==> config.mk <==
export PLATFORM = sky130hd
export DESIGN_NAME = pred_dispatch_resolver
export DESIGN_NICKNAME = d
export VERILOG_FILES = /design/src/rtl/pdr_pkg.sv /design/src/rtl/pdr_guard_eval.sv /design/src/rtl/pdr_unit_pick.sv /design/src/rtl/pdr_stall_count.sv /design/src/rtl/pred_dispatch_resolver.sv
export SDC_FILE = /design/constraint.sdc
export NUM_CORES = 1
export LEC_CHECK = 0
export ABC_CLOCK_PERIOD_IN_PS = 4100
export BUFFER_PORTS_ARGS = -buffer_cell sky130_fd_sc_hd__buf_2
export CORE_AREA = 2 2 107 78
export CTS_BUF_LIST = sky130_fd_sc_hd__clkbuf_16
export DETAILED_ROUTE_END_ITERATION = 12
export DIE_AREA = 0 0 109 80
export PLACE_DENSITY = 0.53
export SETUP_SLACK_MARGIN = 0.2
export SYNTH_ARGS = -nofsm -noshare
export SYNTH_HDL_FRONTEND = slang
export SYNTH_SLANG_ARGS = --single-unit
==> constraint.sdc <==
create_clock -name clk -period 4.1 [get_ports clk]
set_clock_uncertainty 0.15 [all_clocks]
set_input_delay 0.41 -clock clk [delete_from_list [all_inputs] [get_ports clk]]
set_output_delay 0.41 -clock clk [all_outputs]
set_load 0.03 [all_outputs]
==> src/rtl/pdr_pkg.sv <==
package pdr_pkg;
  // Index width for a set of n items, at least one bit.
  function automatic int pdr_w(input int n);
    return (n <= 2) ? 1 : $clog2(n);
  endfunction
endpackage

==> src/rtl/pdr_guard_eval.sv <==
module pdr_guard_eval
  import pdr_pkg::*;
#(
  parameter int SLOTS  = 4,
  parameter int UNITS  = 3,
  parameter int PREGS  = 4,
  localparam int UID_W  = pdr_w(UNITS),
  localparam int PIDX_W = pdr_w(PREGS)
) (
  input  logic [SLOTS-1:0]        valid,
  input  logic [SLOTS*UID_W-1:0]  unit_ids,
  input  logic [SLOTS*PIDX_W-1:0] preg_ids,
  input  logic [PREGS-1:0]        pred_file,
  output logic [SLOTS-1:0]        live
);
  for (genvar s = 0; s < SLOTS; s++) begin : g_slot
    logic [UID_W-1:0]  uid;
    logic [PIDX_W-1:0] pid;
    logic              guard;
    logic              in_range;
    assign uid      = unit_ids[s*UID_W +: UID_W];
    assign pid      = preg_ids[s*PIDX_W +: PIDX_W];
    // index zero is the hardwired true predicate
    assign guard    = (pid == '0) ? 1'b1
                    : ((int'(pid) < PREGS) ? pred_file[pid] : 1'b0);
    assign in_range = (int'(uid) < UNITS);
    assign live[s]  = valid[s] & guard & in_range;
  end
endmodule

==> src/rtl/pdr_unit_pick.sv <==
module pdr_unit_pick
  import pdr_pkg::*;
#(
  parameter int SLOTS   = 4,
  parameter int UNITS   = 3,
  parameter int UNIT_ID = 0,
  localparam int UID_W  = pdr_w(UNITS),
  localparam int SLOT_W = pdr_w(SLOTS),
  localparam int CNT_W  = pdr_w(SLOTS + 1) + 1
) (
  input  logic [SLOTS-1:0]       pend,
  input  logic [SLOTS*UID_W-1:0] unit_ids,
  output logic [SLOTS-1:0]       grant,
  output logic                   gvalid,
  output logic [SLOT_W-1:0]      gslot,
  output logic                   multi
);
  logic [CNT_W-1:0] claim_cnt;

  always_comb begin
    gvalid    = 1'b0;
    gslot     = '0;
    claim_cnt = '0;
    // descending scan leaves the lowest matching slot selected
    for (int s = SLOTS - 1; s >= 0; s--) begin
      if (pend[s] && (unit_ids[s*UID_W +: UID_W] == UID_W'(UNIT_ID))) begin
        gvalid    = 1'b1;
        gslot     = SLOT_W'(s);
        claim_cnt = claim_cnt + 1'b1;
      end
    end
    grant = '0;
    if (gvalid) grant[gslot] = 1'b1;
    multi = (claim_cnt > CNT_W'(1));
  end
endmodule

==> src/rtl/pdr_stall_count.sv <==
module pdr_stall_count #(
  parameter int CNT_W = 16
) (
  input  logic             clk,
  input  logic             rst_n,
  input  logic             inc,
  output logic [CNT_W-1:0] cnt
);
  logic [CNT_W-1:0] cnt_d;

  always_comb begin
    cnt_d = cnt;
    if (inc) cnt_d = cnt + 1'b1;
  end

  always_ff @(posedge clk or negedge rst_n) begin
    if (!rst_n)   cnt <= '0;
    else if (inc) cnt <= cnt_d;
  end
endmodule

==> src/rtl/pred_dispatch_resolver.sv <==
module pred_dispatch_resolver
  import pdr_pkg::*;
#(
  parameter int SLOTS   = 4,
  parameter int UNITS   = 3,
  parameter int PREGS   = 4,
  parameter int CNT_W   = 16,
  parameter int LATENCY = 1,
  localparam int UID_W  = pdr_w(UNITS),
  localparam int SLOT_W = pdr_w(SLOTS),
  localparam int PIDX_W = pdr_w(PREGS)
) (
  input  logic                     clk,
  input  logic                     rst_n,
  input  logic [SLOTS-1:0]         bnd_valid,
  input  logic [SLOTS*UID_W-1:0]   bnd_unit,
  input  logic [SLOTS*PIDX_W-1:0]  bnd_preg,
  input  logic [PREGS-1:0]         pred_file,
  output logic                     stall_up,
  output logic [UNITS-1:0]         iss_valid,
  output logic [UNITS*SLOT_W-1:0]  iss_slot,
  output logic [CNT_W-1:0]         conflict_cnt
);
  // ---------------- guard evaluation at dispatch ----------------
  logic [SLOTS-1:0] live_in;

  pdr_guard_eval #(.SLOTS(SLOTS), .UNITS(UNITS), .PREGS(PREGS)) u_guard (
    .valid     (bnd_valid),
    .unit_ids  (bnd_unit),
    .preg_ids  (bnd_preg),
    .pred_file (pred_file),
    .live      (live_in)
  );

  // ---------------- held bundle state ----------------
  logic [SLOTS-1:0]       pend_q, pend_d;
  logic [SLOTS*UID_W-1:0] unit_q;
  logic                   fresh_q, fresh_d;
  logic                   accept;

  // ---------------- per-unit selection ----------------
  logic [SLOTS-1:0] grant_u [UNITS];
  logic [UNITS-1:0] gvalid_u;
  logic [UNITS-1:0] multi_u;
  logic [SLOT_W-1:0] gslot_u [UNITS];

  for (genvar u = 0; u < UNITS; u++) begin : g_unit
    pdr_unit_pick #(.SLOTS(SLOTS), .UNITS(UNITS), .UNIT_ID(u)) u_pick (
      .pend     (pend_q),
      .unit_ids (unit_q),
      .grant    (grant_u[u]),
      .gvalid   (gvalid_u[u]),
      .gslot    (gslot_u[u]),
      .multi    (multi_u[u])
    );
  end

  logic             conflict;
  logic             bubble;
  logic [SLOTS-1:0] issued;
  logic [SLOTS-1:0] left_after;

  assign conflict = |multi_u;

  if (LATENCY == 1) begin : g_lat_one
    assign bubble = fresh_q & conflict;
  end else begin : g_lat_zero
    assign bubble = 1'b0;
  end

  always_comb begin
    issued = '0;
    for (int u = 0; u < UNITS; u++) begin
      if (!bubble) issued = issued | grant_u[u];
    end
  end

  always_comb begin
    iss_slot = '0;
    for (int u = 0; u < UNITS; u++) begin
      iss_valid[u] = gvalid_u[u] & ~bubble;
      if (gvalid_u[u] && !bubble) iss_slot[u*SLOT_W +: SLOT_W] = gslot_u[u];
    end
  end

  assign left_after = pend_q & ~issued;
  assign stall_up   = bubble | (|left_after);
  assign accept     = ~stall_up;

  // ---------------- next state ----------------
  always_comb begin
    if (accept) begin
      pend_d  = live_in;
      fresh_d = 1'b1;
    end else begin
      pend_d  = left_after;
      fresh_d = 1'b0;
    end
  end

  always_ff @(posedge clk or negedge rst_n) begin
    if (!rst_n) begin
      pend_q  <= '0;
      fresh_q <= 1'b0;
    end else begin
      pend_q  <= pend_d;
      fresh_q <= fresh_d;
    end
  end

  // unit ids only load with a new bundle
  always_ff @(posedge clk or negedge rst_n) begin
    if (!rst_n)      unit_q <= '0;
    else if (accept) unit_q <= bnd_unit;
  end

  // ---------------- conflict stall counter ----------------
  pdr_stall_count #(.CNT_W(CNT_W)) u_cnt (
    .clk   (clk),
    .rst_n (rst_n),
    .inc   (stall_up),
    .cnt   (conflict_cnt)
  );
endmodule

==> metrics.md <==
| Metric | Value |
|---|---|
| Via-to-Cell Ratio | `5.00` |
| Endpoints failing setup | `0` |
| GRT overflow | `0` |
| Clock root buffer | `clkbuf_16` |
| CP top delay family | `compound AO/OA/AOI/OAI gates` |
| Worst vdd ir | `203 µV` |
| Cell Area, Synth | `0.00226 mm²` |
| CP Max Fanout | `11` |
| Port bufs | `50` |
| Share of the synthesized area in the top cell type | `32.1%` |
| Hold buffer count at cts | `0` |
| Reg2reg end | `unit_q[1]` |
| Synth unique cells | `52` |
| Seq/Total Area, Yosys | `32.1%` |
| Area of the core | `0.00767 mm²` |
| FP Rows | `27` |
| Worst R2R Path Depth | `10` |
| Critical path cell sequence | `or3b_4, ha_2, o21ai_0, ha_1, o32a_1, o31a_4, nor4_2, buf_4` |
| Top cells by area, synth | `dfrtp_1 (32%), ha_1 (9.4%), xnor2_1 (7.7%)` |
| Clk Latency, worst-skew pair | `0.27 ns` |
| CTS tree | `done` |
| CTS Buf Count | `5` |
| Max Slew Vio Count | `0` |
| Outcome | `finished clean` |
| Total GRT Usage | `14.3%` |
| Final Cycle Share | `88.2%` |
| Vias in the first global route | `1888` |
| Most frequent cells in the layout | `buf_2 (47), dfrtp_1 (29), xnor2_1 (19)` |
| IO Count | `52` |
| Residual DRC | `0` |
| Overall Power | `2.03 mW` |
| Worst Setup Path Type | `register to primary output` |
| Seq cells post-synth | `29` |
| Slowest CP cell | `or3b_4` |
| First-pass GRT wire length | `9840 µm` |
| Synth Warn # | `0` |
| Drt pass-1 iters | `4` |
| CP endpoint | `iss_slot[3]` |
| Leakage | `1.30 nW` |
| DRT antenna net count | `0` |
| Mapped Nets | `275` |
| CP Capture Type | `primary output` |
| Power Dens Cells | `729 mW/mm²` |
| DRT Wirelength | `5990 µm` |
| Hold crit path type | `primary input to async pin` |
| Share of layout cells above drive strength 1 | `29.6%` |
| Die footprint | `0.00872 mm²` |
| Worst Tran Pin Value | `0.679 ns` |
| Die Ht | `80 µm` |
| Die span in x | `109 µm` |
| Max cap viols | `0` |
| Vias | `1924` |
| Reg2Reg Setup Slack | `0.76 ns` |
| Most common cell after layout, fill and taps aside | `buf_2` |
| Startpoint type of the worst setup path | `register` |
| Final hold vios | `0` |
| Fillers | `788` |
| Max incr delay on CP | `0.46 ns` |
| N_diodes | `0` |
| Detailed Place HPWL | `4630 µm` |
| Initial DRC Count | `47` |
| TritonCTS Sinks | `29` |
| RSZ-0062 raised after global routing | `no` |
| GPL Wtd Cong | `0.809` |
| Nets | `326` |
| CP bufs+invs | `1` |
| CTS max path bufs | `2` |
| Area leader, netlist | `dfrtp_1` |
| Max_slew headroom | `54.7%` |
| H-tree levels | `2` |
| Area Overhead vs Synth | `23.2%` |
| CP Depth | `8` |
| CP arrival | `3.06 ns` |
| Syn Area/Cell | `9.76 µm²` |
| Initial antenna violation count | `0` |
| Fmax | `0.276 GHz` |
| Largest net degree at the start of global routing | `30` |
| Worst endpoint required time | `3.54 ns` |
| Critical R2R Launch | `unit_q[4]` |
| Clk slew on worst S/H paths | `0.05 ns` |
| Crit path from | `unit_q[4]` |
| Post-Synthesis Cells | `232` |
| Final setup TNS | `0 ns` |
| Initial core utilization | `29.5%` |
| Final worst path period need | `3.62 ns` |
| Per-cell routed wire length | `15.6 µm` |
-- Yosys cell counts (all sizes together) --
master,instances
o211ai,4
nand3,3
and3,10
a21boi,2
nand2b,3
mux2,9
nor4b,1
o221ai,1
ha,17
mux2i,4
o21ai,23
nand3b,7
nor3b,6
inv,9
o32a,1
and2,2
or3b,2
o31ai,1
nor4,3
a221oi,1
nor2,10
a21o,1
a22oi,1
xnor2,20
a221o,1
buf,9
o2111ai,4
a31oi,6
xor2,1
a211oi,4
dfrtp,29
nand4,3
a21oi,2
nand2,18
nor3,2
o31a,1
o311ai,1
and3b,6
nor2b,2
and4,2
-- report_power, final --
group / switching, mW / internal [mW] / leakage [nW]
Combinational: 0.700 / 0.471 / 0.856
Sequential: 0.133 / 0.389 / 0.366
Clock: 0.120 / 0.220 / 0.0748
-- state kept, by name (all words and copies together) (netlist names) --
name	count
u_cnt.cnt	16
fresh_q	1
unit_q	8
pend_q	4
-- cell type report --
cell class	instances	area [µm²]	area share (%)
clock inverters	3	13.8	0.494
clock buffers	5	125	4.49
multi-input cells	185	1480	53.2
inverters	9	33.8	1.21
flip-flops and latches	29	726	26.0
well taps	101	126	4.53
repair buffers	53	280	10.1
-- repair_timing --
item / 4_1_cts / 5_1_grt
resized for setup: 4 / 6
endpoints found under the setup margin: 6 / 9
setup buffers: 0 / 0
hold endpoints to repair: 0 / 0
pin swaps: 0 / 0
-- per-layer routing --
layer  global-route usage, %  share of wire, %  vias up  wire length, µm
met3                    3.10               2.7        2              162
met5                       0                 0        -                0
met4                    2.56              0.43        0               26
met2                    21.2                44       25             2630
li1                        -                 -      961                -
met1                    21.3                53      936             3180
-- worst min-delay path by stage --
stage / to / slack, ns / cells past startpoint
after floorplan: fresh_q / -0.04 / 0
after global placement: u_cnt.cnt[15] / 0.31 / 1
after detailed placement: u_cnt.cnt[15] / 0.32 / 1
after CTS: u_cnt.cnt[11] / 0.05 / 1
after global routing: u_cnt.cnt[14] / 0.08 / 1
final: u_cnt.cnt[14] / 0.03 / 1
-- through the flow --
stage	worst slack, ns	instance area (µm²)	hold WS [ns]	cells	util (%)
2_1_floorplan	0.233	2270	-0.0356	232	-
3_3_place_gp	0.496	2600	0.308	377	33.9
3_5_place_dp	0.421	2600	0.325	377	33.9
4_1_cts	0.236	2760	0.0512	385	36.0
5_1_grt	0.282	2790	0.0842	385	36.4
6_report	0.482	2790	0.0279	385	36.4
-- cell families (layout without fill, tap and decap cells) --
logic type,Yosys count,after routing,synth area share (%)
compound gates,54,54,17.5
xor+xnor,21,21,8.13
fa+ha+maj,17,17,9.40
buf+inv,18,70,4.42
flops,29,29,32.1
mux,13,13,6.41
simple gates,80,80,22.1
Note: power is estimated with default switching activity, not from simulation.
